<file path="config.mk">
export PLATFORM = sky130hd
export DESIGN_NAME = clk_src_seq
export DESIGN_NICKNAME = d
export VERILOG_FILES = /design/src/rtl/clk_src_seq_pkg.sv /design/src/rtl/clk_src_seq_stab.sv /design/src/rtl/clk_src_seq_sel.sv /design/src/rtl/clk_src_seq.sv
export SDC_FILE = /design/constraint.sdc
export NUM_CORES = 1
export LEC_CHECK = 0
export BUFFER_PORTS_ARGS = -buffer_cell sky130_fd_sc_hd__buf_2
export CORE_ASPECT_RATIO = 1.25
export CORE_MARGIN = 4
export CORE_UTILIZATION = 32
export CTS_CLUSTER_DIAMETER = 40
export CTS_CLUSTER_SIZE = 30
export DETAILED_ROUTE_END_ITERATION = 10
export PLACE_DENSITY = 0.6
export SETUP_SLACK_MARGIN = 0.4
export SYNTH_ARGS = -nofsm -noshare
export SYNTH_HDL_FRONTEND = slang
export SYNTH_HIERARCHICAL = 1
export SYNTH_SLANG_ARGS = --single-unit
export TNS_END_PERCENT = 50
</file>
<file path="constraint.sdc">
create_clock -name clk_i -period 7.3 [get_ports clk_i]
set_clock_uncertainty 0.15 [all_clocks]
set_input_delay 0.73 -clock clk_i [delete_from_list [all_inputs] [get_ports clk_i]]
set_output_delay 0.73 -clock clk_i [all_outputs]
set_load 0.01 [all_outputs]
</file>
<file path="src/rtl/clk_src_seq_pkg.sv">
package clk_src_seq_pkg;
  typedef enum logic [1:0] {SRC_HS = 2'd0, SRC_MAIN = 2'd1, SRC_SUB = 2'd2, SRC_RSV = 2'd3} src_e;
  typedef enum logic [1:0] {PH_BOOT, PH_RUN, PH_STOP, PH_WAKE} phase_e;

  localparam int unsigned NUM_THR = 5;
  localparam logic [1:0] A_CTRL = 2'd0;
  localparam logic [1:0] A_SEL  = 2'd1;
  localparam logic [1:0] A_STAB = 2'd2;
  localparam logic [1:0] A_STAT = 2'd3;

  function automatic int unsigned win_exp(input logic [2:0] code);
    case (code)
      3'd0: return 11;
      3'd1: return 13;
      3'd2: return 14;
      3'd3: return 15;
      default: return 16;
    endcase
  endfunction

  // status thresholds: 2^11, then 2^13..2^16
  function automatic int unsigned thr_exp(input int unsigned idx);
    return (idx == 0) ? 11 : idx + 12;
  endfunction
endpackage

</file>
<file path="src/rtl/clk_src_seq_stab.sv">
module clk_src_seq_stab
  import clk_src_seq_pkg::*;
#(
  parameter int unsigned CNT_W = 17
) (
  input  logic               clk_i,
  input  logic               rst_ni,
  input  logic               run_i,
  input  logic               tick_i,
  input  logic [2:0]         code_i,
  output logic [NUM_THR-1:0] therm_o,
  output logic               done_o
);
  localparam logic [CNT_W-1:0] ONE = {{(CNT_W-1){1'b0}}, 1'b1};

  logic [CNT_W-1:0] cnt_q;
  logic [CNT_W-1:0] win;

  // saturates once the MSB (top window) is reached
  always_ff @(posedge clk_i or negedge rst_ni) begin
    if (!rst_ni)                           cnt_q <= '0;
    else if (!run_i)                       cnt_q <= '0;
    else if (tick_i && !cnt_q[CNT_W-1])    cnt_q <= cnt_q + 1'b1;
  end

  for (genvar g = 0; g < NUM_THR; g++) begin : g_thr
    localparam logic [CNT_W-1:0] THR = ONE << thr_exp(g);
    assign therm_o[g] = (cnt_q >= THR);
  end

  assign win    = ONE << win_exp(code_i);
  assign done_o = (cnt_q >= win);
endmodule

</file>
<file path="src/rtl/clk_src_seq_sel.sv">
module clk_src_seq_sel
  import clk_src_seq_pkg::*;
(
  input  logic       clk_i,
  input  logic       rst_ni,
  input  logic       en_i,
  input  logic       wr_i,
  input  logic [1:0] code_i,
  input  logic       ok_hs_i,
  input  logic       ok_main_i,
  input  logic       ok_sub_i,
  output src_e       active_o,
  output src_e       req_o,
  output logic       pending_o
);
  src_e act_q, req_q;
  logic ok_req;

  always_comb begin
    case (req_q)
      SRC_MAIN: ok_req = ok_main_i;
      SRC_SUB:  ok_req = ok_sub_i;
      default:  ok_req = ok_hs_i;
    endcase
  end

  always_ff @(posedge clk_i or negedge rst_ni) begin
    if (!rst_ni) begin
      act_q <= SRC_HS;
      req_q <= SRC_HS;
    end else begin
      if (wr_i && code_i != 2'd3) req_q <= src_e'(code_i);
      if (en_i && req_q != act_q && ok_req) act_q <= req_q;
    end
  end

  assign active_o  = act_q;
  assign req_o     = req_q;
  assign pending_o = (req_q != act_q);
endmodule

</file>
<file path="src/rtl/clk_src_seq.sv">
module clk_src_seq
  import clk_src_seq_pkg::*;
#(
  parameter int unsigned DATA_W  = 8,
  parameter int unsigned RST_CYC = 40,
  parameter int unsigned CNT_W   = 17
) (
  input  logic              clk_i,
  input  logic              rst_ni,
  input  logic              wr_en_i,
  input  logic [1:0]        addr_i,
  input  logic [DATA_W-1:0] wdata_i,
  output logic [DATA_W-1:0] rdata_o,
  input  logic              stop_i,
  input  logic              wake_i,
  input  logic              main_ready_i,
  input  logic              main_tick_i,
  input  logic              sub_ready_i,
  output logic              hs_en_o,
  output logic              main_en_o,
  output logic              sub_en_o,
  output logic [1:0]        mux_sel_o,
  output logic              cpu_run_o
);
  localparam int unsigned RC_W = $clog2(RST_CYC + 1);

  phase_e            phase_q, phase_d;
  logic [RC_W-1:0]   rcnt_q;
  logic              main_en_q, sub_en_q, ext_q, hs_off_q, hs_on_q;
  logic [2:0]        code_q;
  logic              wr_ctrl, wr_sel, wr_stab;
  src_e              active, req;
  logic              pending;
  logic [NUM_THR-1:0] therm;
  logic              stab_done, main_stable, sub_stable, ok_hs, ok_active;
  logic              unused_wbits;

  assign wr_ctrl = wr_en_i && (addr_i == A_CTRL);
  assign wr_sel  = wr_en_i && (addr_i == A_SEL);
  assign wr_stab = wr_en_i && (addr_i == A_STAB);
  assign unused_wbits = ^wdata_i[DATA_W-1:4];

  assign main_en_o   = main_en_q && (phase_q != PH_STOP);
  assign main_stable = main_en_o && (ext_q || stab_done);
  assign sub_stable  = sub_en_q && sub_ready_i;
  assign ok_hs       = hs_on_q && !hs_off_q;

  always_comb begin
    case (active)
      SRC_MAIN: ok_active = main_stable;
      SRC_SUB:  ok_active = sub_stable;
      default:  ok_active = ok_hs;
    endcase
  end

  always_comb begin
    phase_d = phase_q;
    case (phase_q)
      PH_BOOT: if (rcnt_q == RC_W'(RST_CYC - 1)) phase_d = PH_RUN;
      PH_RUN:  if (stop_i)    phase_d = PH_STOP;
      PH_STOP: if (wake_i)    phase_d = PH_WAKE;
      PH_WAKE: if (ok_active) phase_d = PH_RUN;
      default: phase_d = PH_BOOT;
    endcase
  end

  always_ff @(posedge clk_i or negedge rst_ni) begin
    if (!rst_ni) begin
      phase_q   <= PH_BOOT;
      rcnt_q    <= '0;
      hs_on_q   <= 1'b0;
      main_en_q <= 1'b0;
      sub_en_q  <= 1'b0;
      ext_q     <= 1'b0;
      hs_off_q  <= 1'b0;
      code_q    <= '0;
    end else begin
      phase_q <= phase_d;
      if (phase_q == PH_BOOT) rcnt_q <= rcnt_q + 1'b1;
      hs_on_q <= (phase_d != PH_STOP) && !hs_off_q;
      if (wr_ctrl) begin
        // the CPU's own source cannot be switched off
        main_en_q <= wdata_i[0] || (active == SRC_MAIN);
        sub_en_q  <= wdata_i[1] || (active == SRC_SUB);
        ext_q     <= (active == SRC_MAIN) ? ext_q : wdata_i[2];
        hs_off_q  <= wdata_i[3] && (active != SRC_HS);
      end
      if (wr_stab) code_q <= wdata_i[2:0];
    end
  end

  clk_src_seq_stab #(.CNT_W(CNT_W)) u_stab (
    .clk_i   (clk_i),
    .rst_ni  (rst_ni),
    .run_i   (main_en_o && !ext_q),
    .tick_i  (main_ready_i && main_tick_i),
    .code_i  (code_q),
    .therm_o (therm),
    .done_o  (stab_done)
  );

  // no switch on cycles that change enables or enter STOP
  clk_src_seq_sel u_sel (
    .clk_i     (clk_i),
    .rst_ni    (rst_ni),
    .en_i      ((phase_q == PH_RUN) && !stop_i && !wr_ctrl),
    .wr_i      (wr_sel),
    .code_i    (wdata_i[1:0]),
    .ok_hs_i   (ok_hs),
    .ok_main_i (main_stable),
    .ok_sub_i  (sub_stable),
    .active_o  (active),
    .req_o     (req),
    .pending_o (pending)
  );

  always_comb begin
    rdata_o = '0;
    case (addr_i)
      A_CTRL:  rdata_o[3:0] = {hs_off_q, ext_q, sub_en_q, main_en_q};
      A_SEL:   rdata_o[4:0] = {pending, req, active};
      A_STAB:  rdata_o[2:0] = code_q;
      default: rdata_o[7:0] = {pending, sub_stable, main_stable, therm};
    endcase
  end

  assign hs_en_o   = hs_on_q;
  assign sub_en_o  = sub_en_q;
  assign mux_sel_o = active;
  assign cpu_run_o = (phase_q == PH_RUN);
endmodule

</file>
Yosys cells after proc, flatten, opt, wreduce, memory -nomap -nowiden --
Index checks and enable logic that the tools add are counted. W data, S select, Z words.
Word-level totals: flip-flop bits (word level) 37, bits of input ports 18, output and inout port bits 14, word-level logic and storage cells 85
Operators by class: $add $sub $neg 2, order comparisons 6, equality and inequality tests 18, shift-type cells 1, multiplexer cells 14, bitwise gates (word level) 1, reductions and logical operators 32
Operators by type and width (number):
- $mux W17 | 2
- $pmux W5 S4 | 1
- $add A17 B1 Y17 const B | 1
- $ge A17 B12 Y1 const B | 1
- $ge A17 B14 Y1 const B | 1
- $ge A17 B15 Y1 const B | 1
- $ge A17 B16 Y1 const B | 1
- $ge A17 B17 Y1 | 1
- $ge A17 B17 Y1 const B | 1
- $logic_and A1 B1 Y1 | 17
- $shl A1 B5 Y17 const A | 1
- $eq A2 B2 Y1 const B | 5
- $pmux W3 S3 | 1
- $eq A2 B1 Y1 const B | 4
- $mux W2 | 4
- $ne A2 B2 Y1 const B | 4
- $pmux W2 S4 | 1
- $add A6 B1 Y6 const B | 1
- $eq A3 B2 Y1 const B | 2
- $eq A6 B6 Y1 const B | 1
- $pmux W1 S2 | 3
- $logic_not A1 Y1 | 5
- $logic_not A2 Y1 | 2
- $eq A3 B1 Y1 const B | 1
- 10 further kinds | 12

Longest topological paths before layout --
depth in word-level cells 11, mapped depth 11

By module --
The synthesis kept the hierarchy.
By module, submodules not included:
- clk_src_seq_stab | times used 1, cells an instance 115, area each 1078.5 um2
- clk_src_seq | times used 1, cells an instance 88, area each 954.7 um2
- clk_src_seq_sel | times used 1, cells an instance 22, area each 230.2 um2

Worst setup path before layout --
Ideal clock, no wire load.
path type reg-to-reg, start reg code_q[2], end reg u_sel.act_q[0] (netlist: u_sel/active_o[0]), setup time 0.128 ns, arrival 2.555 ns, required time 7.022 ns, setup slack 4.468 ns, stages on the path, launching flop included 12, path buffers 0, path through dfrtp_1 -> or3_1 -> ha_1 -> o21a_1 -> o211ai_1 -> a21oi_1 -> a211o_1 -> nor2_1 -> nor2_1 -> a221o_1 -> nand3_2 -> mux2_1
On the way: word-level cells in the longest chain between the ends 8
Ends and longest elaborated chain:
- start: declaration | RTL line clk_src_seq.sv:30 | logic [2:0] code_q;
- start signal: assignment | RTL line clk_src_seq.sv:88 | if (wr_stab) code_q <= wdata_i[2:0];
- $eq A3 B2 Y1, or another cell as far along | RTL line clk_src_seq_pkg.sv:12 | case (code)
- $pmux W5 S4 (*) | RTL line clk_src_seq_pkg.sv:12
- $shl A1 B5 Y17 (*) | RTL line clk_src_seq_stab.sv:31 | assign win = ONE << win_exp(code_i);
- $ge A17 B17 Y1 (*) | RTL line clk_src_seq_stab.sv:32 | assign done_o = (cnt_q >= win);
- named net stab_done | RTL line clk_src_seq.sv:35 | logic stab_done, main_stable, sub_stable, ok_hs, ok_active;
- $logic_or A1 B1 Y1 (*) | RTL line clk_src_seq.sv:44 | assign main_stable = main_en_o && (ext_q || stab_done);
- $logic_and A1 B1 Y1 (*) | RTL line clk_src_seq.sv:44
- named net main_stable | RTL line clk_src_seq.sv:35
- $pmux W1 S2 (*) | RTL line clk_src_seq_sel.sv:20 | case (req_q)
- $logic_and A1 B1 Y1 (*) | RTL line clk_src_seq_sel.sv:33 | if (en_i && req_q != act_q && ok_req) act_q <= req_q;
- end signal: assignment | RTL line clk_src_seq_sel.sv:33
- end: declaration | RTL line clk_src_seq_sel.sv:16 | src_e act_q, req_q;
Mark *: on every way through the listed nets, which the timed path passes. The rest lies on a longest branch. A chain may end at the register's enable or synchronous reset.

Worst setup path in the final report --
start reg code_q[1], end out rdata_o[5]
On the way: word-level cells in the longest chain between the ends 7
Ends and longest elaborated chain:
- $eq A3 B2 Y1, or another cell as far along | RTL line clk_src_seq_pkg.sv:12
- $pmux W5 S4 (*) | RTL line clk_src_seq_pkg.sv:12
- $shl A1 B5 Y17 (*) | RTL line clk_src_seq_stab.sv:31
- $ge A17 B17 Y1 (*) | RTL line clk_src_seq_stab.sv:32
- named net stab_done | RTL line clk_src_seq.sv:35
- $logic_or A1 B1 Y1 (*) | RTL line clk_src_seq.sv:44
- $logic_and A1 B1 Y1 (*) | RTL line clk_src_seq.sv:44
- $mux W3 (*) | RTL line clk_src_seq.sv:119 | case (addr_i)
- end: declaration | RTL line clk_src_seq.sv:13 | output logic [DATA_W-1:0] rdata_o,
Marks and branches as above.

==> impl_metrics.env <==
export IMPL_status="complete, no violations"
export IMPL_synth_area_leader_cell="dfrtp_1"
export IMPL_drv_slew=0
export IMPL_cts_setup_buffers=0
export IMPL_grtUsageTotal=0.113
export IMPL_cts_tree="yes"
export IMPL_pre_cts_ws_ps=4180
export IMPL_hold_buffers=0
export IMPL_io_pins=32
export IMPL_startpoint_type="register"
export IMPL_totalWireLength_um=4470
export IMPL_relSlewSlack=0.334
export IMPL_syn_area_per_cell_sq_um=10.1
export IMPL_hold_path_class="register to register"
export IMPL_clock_latency_ps=290
export IMPL_finalHoldViolations=0
export IMPL_chipHeight_um=102
export IMPL_viasPerCell=4.87
export IMPL_cts_num_sinks=37
export IMPL_hpwl_um=3330
export IMPL_ctsResizeCount=0
export IMPL_ant_nets=0
export IMPL_p_per_area_nw_per_um2=271
export IMPL_drtIter0Drc=70
export IMPL_area_growth_pct=14.6
export IMPL_fmax_mhz=292
export IMPL_place_area_sq_um=2480
export IMPL_wl_per_cell_um=13.0
export IMPL_synth_top_cells_by_count="dfrtp_1 (37), nor2_1 (16), ha_1 (14), inv_1 (14), nand2_1 (14)"
export IMPL_synth_simple_gate_area_frac=0.259
export IMPL_crit_arrival_ps=2550
export IMPL_reg2reg_setup_slack_ps=4220
export IMPL_ys_ff_latch=37
export IMPL_synthMuxAreaShare=0.0779
export IMPL_rsz0062_at_grt="false"
export IMPL_multi_input_area_sq_um=1250
export IMPL_grt_max_degree=38
export IMPL_synth_area_leaders="dfrtp_1 (41%), ha_1 (7.7%), xnor2_1 (5.0%), mux4_2 (3.0%), and2_1 (2.8%)"
export IMPL_row_count=34
export IMPL_initial_core_util=0.326
export IMPL_synth_top_area_frac=0.409
export IMPL_p_total_uw=704
export IMPL_synth_compound_area_share=0.0752
export IMPL_synth_edf_count=0
export IMPL_gr_total_overflow=0
export IMPL_die_area_sq_um=8490
export IMPL_crit_type="register to output pin"
export IMPL_syn_nets=257
export IMPL_endpoint_kind="output pin"
export IMPL_final_seq_area_sq_um=926
export IMPL_root_buffer="clkbuf_8"
export IMPL_die_w_um=83.2
export IMPL_power_leakage_nw=1.20
export IMPL_drive_above_1_share=0.193
export IMPL_fin_crit_ps=3430
export IMPL_core_sq_um=6930
export IMPL_synthXorXnorAreaFrac=0.0619
export IMPL_ys_flop_type="dfrtp_1"
export IMPL_htree_levels=2
export IMPL_cts_inserted_buffers=5
export IMPL_ir_drop_mv=0.105
export IMPL_hold_ws_ps=320
export IMPL_syn_area_sq_um=2260
export IMPL_nets=285
export IMPL_nFillCells=694
export IMPL_diodes=0
export IMPL_synthCells=225
export IMPL_io_buffers=27
export IMPL_cts_max_path_buffers=2
export IMPL_finalSetupTns_ps=0
export IMPL_grt_first_pass_wirelength_um=7680
export IMPL_finish_instance_area_sq_um=2590
export IMPL_path_max_fanout=6
export IMPL_timing_final_ws_setup_ps=3870
export IMPL_clk_pin_slew_ps=80
export IMPL_setup_viol=0
export IMPL_route_detailed_drc=0
export IMPL_grt_pass1_vias=1627
export IMPL_vias=1676
export IMPL_yosysWarnings=6
export IMPL_first_pass_iters=4
export IMPL_synth_top_family_by_area="simple AND/OR/NAND/NOR gates"
export IMPL_synth_adder_area_share=0.0774
export IMPL_worst_pin_slew_ps=995
export IMPL_synth_most_common_cell="dfrtp_1"
export IMPL_period_share=0.470
export IMPL_antenna_found_initial=0
export IMPL_drv_cap=0
export IMPL_gp_congestion=0.753
export IMPL_required_ps=6420
export IMPL_ys_seq_area_frac=0.409
export IMPL_synth_cell_types=50
export IMPL_async_flop_share=1.00
cell families after synthesis:
kind of cell / count (synthesis)
AO/OA/AOI/OAI: 27
buffers and inverters: 20
AND/OR/NAND/NOR: 97
other: 1
flip-flops: 37
XOR/XNOR: 16
adder cells (fa/ha/maj): 14
multiplexers: 13
report_power, final:
group | internal [mW] | switching [mW] | total [mW]
registers | 0.244 | 0.0535 | 0.298
logic | 0.108 | 0.113 | 0.221
clock network | 0.111 | 0.0736 | 0.185
cell type report:
type,count,area share
Sequential cell,37,0.357
Timing Repair Buffer,27,0.0521
Tap cell,90,0.0434
Inverter,14,0.0203
Clock buffer,7,0.0333
Clock inverter,1,0.0116
Multi-Input combinational cell,168,0.483
placed cells by master (no fill, tap or decap), types with 7 or more instances in the layout:
master	instances
dfrtp_1	37
buf_2	27
nor2_1	16
inv_1	14
nand2_1	14
ha_1	14
xnor2_1	13
and2_1	10
or3_1	8
nor2b_1	7
a21oi_1	7
state kept, by name (all words and copies together), names as in the netlist:
name,flops
code_q,3
ext_q,1
hs_en_o,1
hs_off_q,1
main_en_q,1
phase_q,2
rcnt_q,6
sub_en_o,1
u_sel/active_o,2
u_sel/req_o,2
u_stab/cnt_q,17
worst max-delay path: stages, from the launching register on:
cell      delay [ps]
dfrtp_1          450
or3_1            370
ha_1             270
o21a_1           180
o211ai_1         160
a21oi_1           90
a211o_1          270
nor2_1           230
nor3_1            80
buf_2            150
metrics by stage:
| step | instances | utilization |
|---|---|---|
| after CTS | 344 | 0.374 |
| after global routing | 344 | 0.374 |
| after detailed placement | 336 | 0.357 |
| after floorplan | 225 | - |
| after global placement | 336 | 0.357 |
| final | 344 | 0.374 |
path summary, 6_finish.rpt:
| path | start | endpoint | cells after the start |
|---|---|---|---|
| setup / recovery | code_q[1] | rdata_o[5] | 9 |
| hold / removal | rcnt_q[5] | rcnt_q[5] | 1 |
| setup reg to reg | code_q[1] | u_sel/active_o[1] | 11 |
| hold reg to reg | rcnt_q[5] | rcnt_q[5] | 1 |
| max in group asynchronous | rst_ni | rcnt_q[0] | 1 |
| min in group asynchronous | rst_ni | u_sel/active_o[0] | 1 |
layer usage:
metal | vias up | GRT usage | share of wire
met5 | - | 0 | 0
met4 | 0 | 0.0453 | 0.016
met3 | 5 | 0.0339 | 0.043
met2 | 30 | 0.190 | 0.49
met1 | 803 | 0.137 | 0.45
li1 | 838 | - | -
Note: power is estimated with default switching activity, not from simulation.
